### config.mk
export PLATFORM = sky130hd
export DESIGN_NAME = dacspi_regslave
export DESIGN_NICKNAME = d
export VERILOG_FILES = /design/src/rtl/dacspi_pkg.sv /design/src/rtl/dacspi_pin_sync.sv /design/src/rtl/dacspi_frame_rx.sv /design/src/rtl/dacspi_regbank.sv /design/src/rtl/dacspi_tx.sv /design/src/rtl/dacspi_regslave.sv
export SDC_FILE = /design/constraint.sdc
export NUM_CORES = 2
export LEC_CHECK = 0
export ABC_AREA = 1
export CORE_AREA = 3 3 396 398
export CTS_BUF_LIST = sky130_fd_sc_hd__clkbuf_4 sky130_fd_sc_hd__clkbuf_8
export DETAILED_ROUTE_END_ITERATION = 10
export DIE_AREA = 0 0 399 401
export DONT_BUFFER_PORTS = 1
export PLACE_DENSITY = 0.48
export SYNTH_ARGS = -nofsm -noshare
export SYNTH_HDL_FRONTEND = slang
export SYNTH_HIERARCHICAL = 1
export SYNTH_SLANG_ARGS = --single-unit
export TNS_END_PERCENT = 100
### constraint.sdc
create_clock -name clk -period 5.5 [get_ports clk]
set_input_delay 0.55 -clock clk [delete_from_list [all_inputs] [get_ports clk]]
set_output_delay 0.55 -clock clk [all_outputs]
set_load 0.05 [all_outputs]
### src/rtl/dacspi_pkg.sv
package dacspi_pkg;
  localparam int FRAME_W  = 24;
  localparam int FIELD_W  = 16;
  localparam int ADDR_W   = 6;
  localparam int GOFS_W   = 14;
  localparam int CH_BASE  = 8;

  // special-function addresses (command 0)
  localparam int SF_CTRL  = 1;
  localparam int SF_GOFS0 = 2;
  localparam int SF_RDREQ = 5;
  localparam int PWR_BIT  = 0;

  // readback kinds
  localparam logic [2:0] RB_DATA    = 3'd0;
  localparam logic [2:0] RB_OFFSET  = 3'd2;
  localparam logic [2:0] RB_GAIN    = 3'd3;
  localparam logic [2:0] RB_SPECIAL = 3'd4;

  typedef enum logic [1:0] {
    CMD_SPECIAL = 2'd0,
    CMD_GAIN    = 2'd1,
    CMD_OFFSET  = 2'd2,
    CMD_DATA    = 2'd3
  } cmd_e;

  typedef struct packed {
    logic [1:0]         cmd;
    logic [ADDR_W-1:0]  addr;
    logic [FIELD_W-1:0] val;
  } frame_t;
endpackage

### src/rtl/dacspi_pin_sync.sv
module dacspi_pin_sync (
  input  logic clk,
  input  logic rst,
  input  logic sclk_pin,
  input  logic cs_n_pin,
  input  logic mosi_pin,
  output logic cs_hi,
  output logic cs_rise,
  output logic cs_fall,
  output logic sclk_rise,
  output logic sclk_fall,
  output logic mosi_lvl
);
  // bit 2 = chip select, bit 1 = sclk, bit 0 = mosi
  localparam logic [2:0] IDLE = 3'b100;

  logic [2:0] st0, st1;
  logic [2:1] st2;

  always_ff @(posedge clk) begin
    if (rst) begin
      st0 <= IDLE;
      st1 <= IDLE;
      st2 <= IDLE[2:1];
    end else begin
      st0 <= {cs_n_pin, sclk_pin, mosi_pin};
      st1 <= st0;
      st2 <= st1[2:1];
    end
  end

  assign cs_hi     = st1[2];
  assign cs_rise   = st1[2] & ~st2[2];
  assign cs_fall   = ~st1[2] & st2[2];
  assign sclk_rise = st1[1] & ~st2[1];
  assign sclk_fall = ~st1[1] & st2[1];
  assign mosi_lvl  = st1[0];
endmodule

### src/rtl/dacspi_frame_rx.sv
module dacspi_frame_rx
  import dacspi_pkg::*;
(
  input  logic   clk,
  input  logic   rst,
  input  logic   cs_hi,
  input  logic   cs_rise,
  input  logic   sclk_rise,
  input  logic   mosi_lvl,
  output frame_t frame_q,
  output logic   commit_q
);
  localparam int CNT_W   = $clog2(FRAME_W + 2);
  localparam int CNT_SAT = FRAME_W + 1;

  logic [FRAME_W-1:0] shreg;
  logic [CNT_W-1:0]   bitcnt;

  always_ff @(posedge clk) begin
    if (rst) begin
      shreg    <= '0;
      bitcnt   <= '0;
      frame_q  <= '0;
      commit_q <= 1'b0;
    end else begin
      commit_q <= 1'b0;
      if (cs_rise && bitcnt == CNT_W'(FRAME_W)) begin
        frame_q  <= frame_t'(shreg);
        commit_q <= 1'b1;
      end
      if (cs_hi) begin
        bitcnt <= '0;
      end else if (sclk_rise) begin
        shreg <= {shreg[FRAME_W-2:0], mosi_lvl};
        if (bitcnt != CNT_W'(CNT_SAT)) bitcnt <= bitcnt + 1'b1;
      end
    end
  end
endmodule

### src/rtl/dacspi_regbank.sv
module dacspi_regbank
  import dacspi_pkg::*;
#(
  parameter int NUM_CH     = 16,
  parameter int DATA_W     = 16,
  parameter int CH_PER_GRP = 4,
  parameter int NUM_GRP    = 2
) (
  input  logic                        clk,
  input  logic                        rst,
  input  frame_t                      frame,
  input  logic                        commit,
  input  logic                        rb_take,
  output logic [NUM_CH*FIELD_W-1:0]   data_o,
  output logic [NUM_CH*FIELD_W-1:0]   ofs_o,
  output logic [NUM_CH*FIELD_W-1:0]   gain_o,
  output logic [NUM_GRP*GOFS_W-1:0]   gofs_o,
  output logic [NUM_CH*GOFS_W-1:0]    chan_gofs_o,
  output logic                        pwr_down_o,
  output logic [FIELD_W-1:0]          rb_word_o
);
  localparam logic [FIELD_W-1:0] KEEP_MASK = ~16'((1 << (FIELD_W - DATA_W)) - 1);
  localparam logic [ADDR_W:0]    CH_LO     = 7'(CH_BASE);
  localparam logic [ADDR_W:0]    CH_END    = 7'(CH_BASE + NUM_CH);

  logic               is_sf, ch_hit;
  logic [ADDR_W-1:0]  ch_off;
  logic [FIELD_W-1:0] wr_val;

  always_comb begin
    is_sf  = commit && frame.cmd == CMD_SPECIAL;
    ch_hit = commit && frame.cmd != CMD_SPECIAL &&
             {1'b0, frame.addr} >= CH_LO && {1'b0, frame.addr} < CH_END;
    ch_off = frame.addr - 6'(CH_BASE);
    wr_val = frame.val & KEEP_MASK;
  end

  // per-channel banks
  for (genvar c = 0; c < NUM_CH; c++) begin : g_ch
    localparam int GRP_RAW = c / CH_PER_GRP;
    localparam int GRP     = (GRP_RAW < NUM_GRP) ? GRP_RAW : NUM_GRP - 1;
    logic [FIELD_W-1:0] dat_q, ofs_q, gain_q;
    logic               sel;
    assign sel = ch_hit && ch_off == 6'(c);

    always_ff @(posedge clk) begin
      if (rst) begin
        dat_q  <= '0;
        ofs_q  <= '0;
        gain_q <= KEEP_MASK;
      end else if (sel) begin
        case (frame.cmd)
          CMD_DATA:   dat_q  <= wr_val;
          CMD_OFFSET: ofs_q  <= wr_val;
          CMD_GAIN:   gain_q <= wr_val;
          default: ;
        endcase
      end
    end

    assign data_o[c*FIELD_W +: FIELD_W]     = dat_q;
    assign ofs_o[c*FIELD_W +: FIELD_W]      = ofs_q;
    assign gain_o[c*FIELD_W +: FIELD_W]     = gain_q;
    assign chan_gofs_o[c*GOFS_W +: GOFS_W]  = gofs_o[GRP*GOFS_W +: GOFS_W];
  end

  // group offset registers
  for (genvar g = 0; g < NUM_GRP; g++) begin : g_grp
    logic [GOFS_W-1:0] gofs_q;
    always_ff @(posedge clk) begin
      if (rst)                                         gofs_q <= '0;
      else if (is_sf && frame.addr == 6'(SF_GOFS0 + g)) gofs_q <= frame.val[GOFS_W-1:0];
    end
    assign gofs_o[g*GOFS_W +: GOFS_W] = gofs_q;
  end

  // control register
  logic [FIELD_W-1:0] ctrl_q;
  always_ff @(posedge clk) begin
    if (rst)                                     ctrl_q <= '0;
    else if (is_sf && frame.addr == 6'(SF_CTRL)) ctrl_q <= frame.val;
  end
  assign pwr_down_o = ctrl_q[PWR_BIT];

  // readback request capture
  logic              rb_pend;
  logic [2:0]        rb_sel;
  logic [ADDR_W-1:0] rb_tgt;

  always_ff @(posedge clk) begin
    if (rst) begin
      rb_pend <= 1'b0;
      rb_sel  <= '0;
      rb_tgt  <= '0;
    end else begin
      if (rb_take) rb_pend <= 1'b0;
      if (is_sf && frame.addr == 6'(SF_RDREQ)) begin
        rb_pend <= 1'b1;
        rb_sel  <= frame.val[15:13];
        rb_tgt  <= frame.val[12:7];
      end
    end
  end

  logic [FIELD_W-1:0] rb_mux;
  logic [ADDR_W-1:0]  tgt_off;
  logic               tgt_ch;

  always_comb begin
    rb_mux  = '0;
    tgt_off = rb_tgt - 6'(CH_BASE);
    tgt_ch  = {1'b0, rb_tgt} >= CH_LO && {1'b0, rb_tgt} < CH_END;
    for (int c = 0; c < NUM_CH; c++) begin
      if (tgt_ch && tgt_off == 6'(c)) begin
        case (rb_sel)
          RB_DATA:   rb_mux = data_o[c*FIELD_W +: FIELD_W];
          RB_OFFSET: rb_mux = ofs_o[c*FIELD_W +: FIELD_W];
          RB_GAIN:   rb_mux = gain_o[c*FIELD_W +: FIELD_W];
          default: ;
        endcase
      end
    end
    if (rb_sel == RB_SPECIAL) begin
      if (rb_tgt == 6'(SF_CTRL)) rb_mux = ctrl_q;
      for (int g = 0; g < NUM_GRP; g++) begin
        if (rb_tgt == 6'(SF_GOFS0 + g))
          rb_mux = {{(FIELD_W-GOFS_W){1'b0}}, gofs_o[g*GOFS_W +: GOFS_W]};
      end
    end
  end

  always_ff @(posedge clk) begin
    if (rst) rb_word_o <= '0;
    else     rb_word_o <= rb_pend ? rb_mux : '0;
  end
endmodule

### src/rtl/dacspi_tx.sv
module dacspi_tx
  import dacspi_pkg::*;
(
  input  logic               clk,
  input  logic               rst,
  input  logic               cs_hi,
  input  logic               cs_fall,
  input  logic               sclk_fall,
  input  logic [FIELD_W-1:0] rb_word,
  output logic               miso
);
  logic [FRAME_W-1:0] sr;

  always_ff @(posedge clk) begin
    if (rst)            sr <= '0;
    else if (cs_fall)   sr <= {{(FRAME_W-FIELD_W){1'b0}}, rb_word};
    else if (cs_hi)     sr <= '0;
    else if (sclk_fall) sr <= {sr[FRAME_W-2:0], 1'b0};
  end

  assign miso = sr[FRAME_W-1];
endmodule

### src/rtl/dacspi_regslave.sv
module dacspi_regslave
  import dacspi_pkg::*;
#(
  parameter int NUM_CH     = 16,
  parameter int DATA_W     = 16,
  parameter int CH_PER_GRP = 4,
  parameter int NUM_GRP    = 2
) (
  input  logic                      clk,
  input  logic                      rst,
  input  logic                      spi_sclk,
  input  logic                      spi_cs_n,
  input  logic                      spi_mosi,
  output logic                      spi_miso,
  output logic [NUM_CH*16-1:0]      chan_data,
  output logic [NUM_CH*16-1:0]      chan_offset,
  output logic [NUM_CH*16-1:0]      chan_gain,
  output logic [NUM_GRP*14-1:0]     grp_offset,
  output logic [NUM_CH*14-1:0]      chan_grp_offset,
  output logic                      pwr_down
);
  logic cs_hi, cs_rise, cs_fall, sclk_rise, sclk_fall, mosi_lvl;
  frame_t frame;
  logic commit;
  logic [FIELD_W-1:0] rb_word;

  dacspi_pin_sync u_sync (
    .clk(clk), .rst(rst),
    .sclk_pin(spi_sclk), .cs_n_pin(spi_cs_n), .mosi_pin(spi_mosi),
    .cs_hi(cs_hi), .cs_rise(cs_rise), .cs_fall(cs_fall),
    .sclk_rise(sclk_rise), .sclk_fall(sclk_fall), .mosi_lvl(mosi_lvl)
  );

  dacspi_frame_rx u_rx (
    .clk(clk), .rst(rst),
    .cs_hi(cs_hi), .cs_rise(cs_rise), .sclk_rise(sclk_rise), .mosi_lvl(mosi_lvl),
    .frame_q(frame), .commit_q(commit)
  );

  dacspi_regbank #(
    .NUM_CH(NUM_CH), .DATA_W(DATA_W), .CH_PER_GRP(CH_PER_GRP), .NUM_GRP(NUM_GRP)
  ) u_bank (
    .clk(clk), .rst(rst),
    .frame(frame), .commit(commit), .rb_take(cs_fall),
    .data_o(chan_data), .ofs_o(chan_offset), .gain_o(chan_gain),
    .gofs_o(grp_offset), .chan_gofs_o(chan_grp_offset),
    .pwr_down_o(pwr_down), .rb_word_o(rb_word)
  );

  dacspi_tx u_tx (
    .clk(clk), .rst(rst),
    .cs_hi(cs_hi), .cs_fall(cs_fall), .sclk_fall(sclk_fall),
    .rb_word(rb_word), .miso(spi_miso)
  );

  // frame fields brought out for the bound checker
  logic [1:0]        frm_cmd;
  logic [ADDR_W-1:0] frm_addr;
  logic              frm_val0;
  assign frm_cmd  = frame.cmd;
  assign frm_addr = frame.addr;
  assign frm_val0 = frame.val[PWR_BIT];
endmodule

==> out/metrics.yaml <==
timing:
  fin_skew_ps: 70.7
  hold_viol_final: 0
  max_freq_mhz: 200
  setup_tns_ps: 0
  fin_crit_ps: 5000
  rsz0062_at_grt: "no"
  maxSlewViolCount: 0
  slew_headroom_pct: 3.26
  fin_crit_sh_pct: 91.0
  tightest_slew_ps: 1450
  setup_violations: 0
  hold-worst-slack_ps: 114
detailed_routing:
  dr.pass1.iters: 6
  vias: 38200
  ant_nets: 0
  wl_per_cell_um: 31.6
  routed_via_density: 5.35
  drc: 0
  wirelength_um: 226000
  dr.first_iter.drc_count: 4406
clocking:
  path_clk_slew_ps: 60
  cts_tree: "built"
  cts_buffers: 164
  cts.path.max_buffers: 3
  clk_latency_ps: 940
  cts_root_buf: "clkbuf_8"
  clock_sinks: 924
  cts-htree-levels: 4
  postCtsSetupBuffers: 0
place:
  port_buffers: 0
  dp.cells: 6849
  hpwl_um: 161000
  place_congestion: 0.929
  dpl_cell_area_sq_um: 40800
critical_path:
  critPathLaunchType: "flop"
  cp_common_cell: "nand2_1"
  crit_fanout: 32
  max_stage_delay_ps: 1040
  crit_family: "simple AND/OR/NAND/NOR gates"
  worstSetupPathType: "reg2reg"
  required_ps: 6280
  path_cells: "nand3_4, buf_4, nand2_1, nand2_2, nor2_1, inv_1, nor2_1, inv_1, nand2_1, inv_1, nand4_1, nand2_1, nand4_1, nand2_1, a21oi_1"
  critPathBufInv: 4
  critPathCaptureType: "flop"
  arrival_ps: 5790
  crit_slowest_cell: "nor2_1"
synth:
  synth-seq-area-share_pct: 45.6
  synth.distinct_cells: 56
  synth_top_area_share_pct: 45.6
  yosys.area.top_type: "dfxtp_1"
  synth_edf_count: 0
  yosys-top-cells-area: "dfxtp_1 (46%), nand2_1 (11%), o21ai_0 (6.0%)"
  synth_seq_cells: 924
  synth_nets: 5384
  syn_avg_cell_area_sq_um: 7.55
  syn_area_sq_um: 40600
  yosysWarningCount: 6
  synth_ff_type: "dfxtp_1"
  syn-instance-count: 5372
  postSynth.asyncResetShare_pct: 0
final_layout:
  final_cell_mix: "nand2_1 (1158), dfxtp_1 (896), o21ai_0 (489)"
  fin_area_sq_um: 44400
  final_common_cell: "nand2_1"
  final_cell_count_no_fill: 7144
  area_delta_synth_final_pct: 9.39
  final_net_count: 4989
  drive_gt1_share_pct: 10.8
  multi_input_area_sq_um: 17500
  final-seq-area_sq_um: 18600
  nFillCells: 16600
power:
  power_leakage_uw: 0.0175
  pwr-share-seq_pct: 48.8
  swShare_pct: 23.9
  p_clk_share_pct: 50.0
  powerDensity_nw_per_um2: 309
  p_int_uw: 10400
  ir_drop_v: 0.000200
  combPwrFrac_pct: 1.3
  total_power_uw: 13700
  switchingPower_uw: 3290
grt:
  grt_max_degree: 253
  grt_pass1_wl_um: 305000
  overflow: 0
  grt_usage_pct: 27.0
  antenna_found_initial: 11
  grt_pass1_vias: 35000
floorplan:
  dieHeight_um: 401
  start_util_pct: 26.4
  die_w_um: 399
  dieArea_sq_um: 160000
  design.core.area_sq_um: 154000
  num_rows: 144
  pin_count: 1027
worst_hold_path:
  hp-class: "in2reg"
flow_run:
  maxCapViolCount: 0
status:
  status: "complete, no violations"
power by group through the flow:
stage / Clock [uW] / Combinational (uW) / Sequential, uW
floorplan: 0 / 118 / 6850
global placement: 0 / 127 / 6840
detailed placement: 0 / 127 / 6840
CTS: 6940 / 172 / 6700
global route: 7250 / 189 / 6690
finish: 6860 / 175 / 6700
flip-flops by register name, summed over array words and instances (netlist names), 3 cells and up:
signal and flops:
u_rx/shreg 24, u_tx/sr 24, u_bank/g_ch.ofs_q 256, u_bank/rb_tgt 6
u_bank/g_ch.dat_q 256, u_rx/bitcnt 5, u_bank/rb_word_o 16, u_sync/st0 3
u_sync/st1 3, u_bank/g_grp.gofs_q 28, u_rx/frame_q 24, u_bank/g_ch.gain_q 256
u_bank/ctrl_q 16, u_bank/rb_sel 3
worst paths after layout:
kind | startpoint | end | slack (ps) | depth (start not counted)
max | u_bank/rb_sel[1] | u_bank/rb_word_o[12] | 500 | 15
min | rst | u_sync/st2[1] | 110 | 2
max reg2reg | u_bank/rb_sel[1] | u_bank/rb_word_o[12] | 500 | 15
min reg2reg | u_sync/st0[2] | u_sync/st1[2] | 420 | 2
cell families (layout without fill, tap and decap cells):
logic type / after synthesis / in the layout / synth area share [%]
xor+xnor: 3 / 3 / 0.0648
compound gates: 1533 / 1533 / 22.6
buf+inv: 945 / 667 / 11.6
simple gates: 1960 / 1960 / 19.9
fa+ha+maj: 7 / 7 / 0.216
flops: 924 / 924 / 45.6
other cells: 0 / 6 / 0
Yosys cell counts (all sizes together) (15+ instances only):
master / instances
nor3: 18
o221ai: 16
a31oi: 23
a21oi: 459
nor2: 506
clkbuf: 296
a211oi: 209
a21boi: 15
dfxtp: 924
inv: 266
buf: 371
o21ai: 504
a221oi: 40
nand2: 1165
o211ai: 244
nand3: 204
nand4: 41
routing by layer:
metal	share of wire (%)	wire length, um	GRT usage (%)
met1	38	86100	31.9
met2	47	105000	43.9
met3	11	24200	9.67
met4	4.6	10300	11.3
met5	0.012	27	0
worst register-to-register path, cell delays in order, from the launching register on:
cell	delay, ps
dfxtp_1	580
nand3_4	360
buf_4	400
nand2_1	410
nand2_2	150
nor2_1	130
inv_1	140
nor2_1	1050
inv_1	350
nand2_1	170
inv_1	50
nand4_1	170
nand2_1	200
nand4_1	230
nand2_1	160
a21oi_1	330
what timing repair did:
action,4_1_cts,5_1_grt
hold endpoints to repair,256,0
hold buffers,5,0
resized for setup,0,0
cell type report:
| cell class | instances | share of cell area [%] |
|---|---|---|
| Antenna cell | 6 | 0.0338 |
| Clock buffer | 257 | 7.13 |
| Clock inverter | 26 | 0.621 |
| Inverter | 278 | 2.44 |
| Multi-Input combinational cell | 3503 | 39.4 |
| Sequential cell | 924 | 41.9 |
| Tap cell | 2044 | 5.77 |
| Timing Repair Buffer | 106 | 2.68 |
stage by stage:
step | util [%] | setup slack [ps]
finish | 28.9 | 497
floorplan | - | 3080
detailed placement | 26.6 | 584
global placement | 26.6 | 562
global route | 28.9 | 380
CTS | 28.8 | 557
Power figures use the tool's default switching activity.
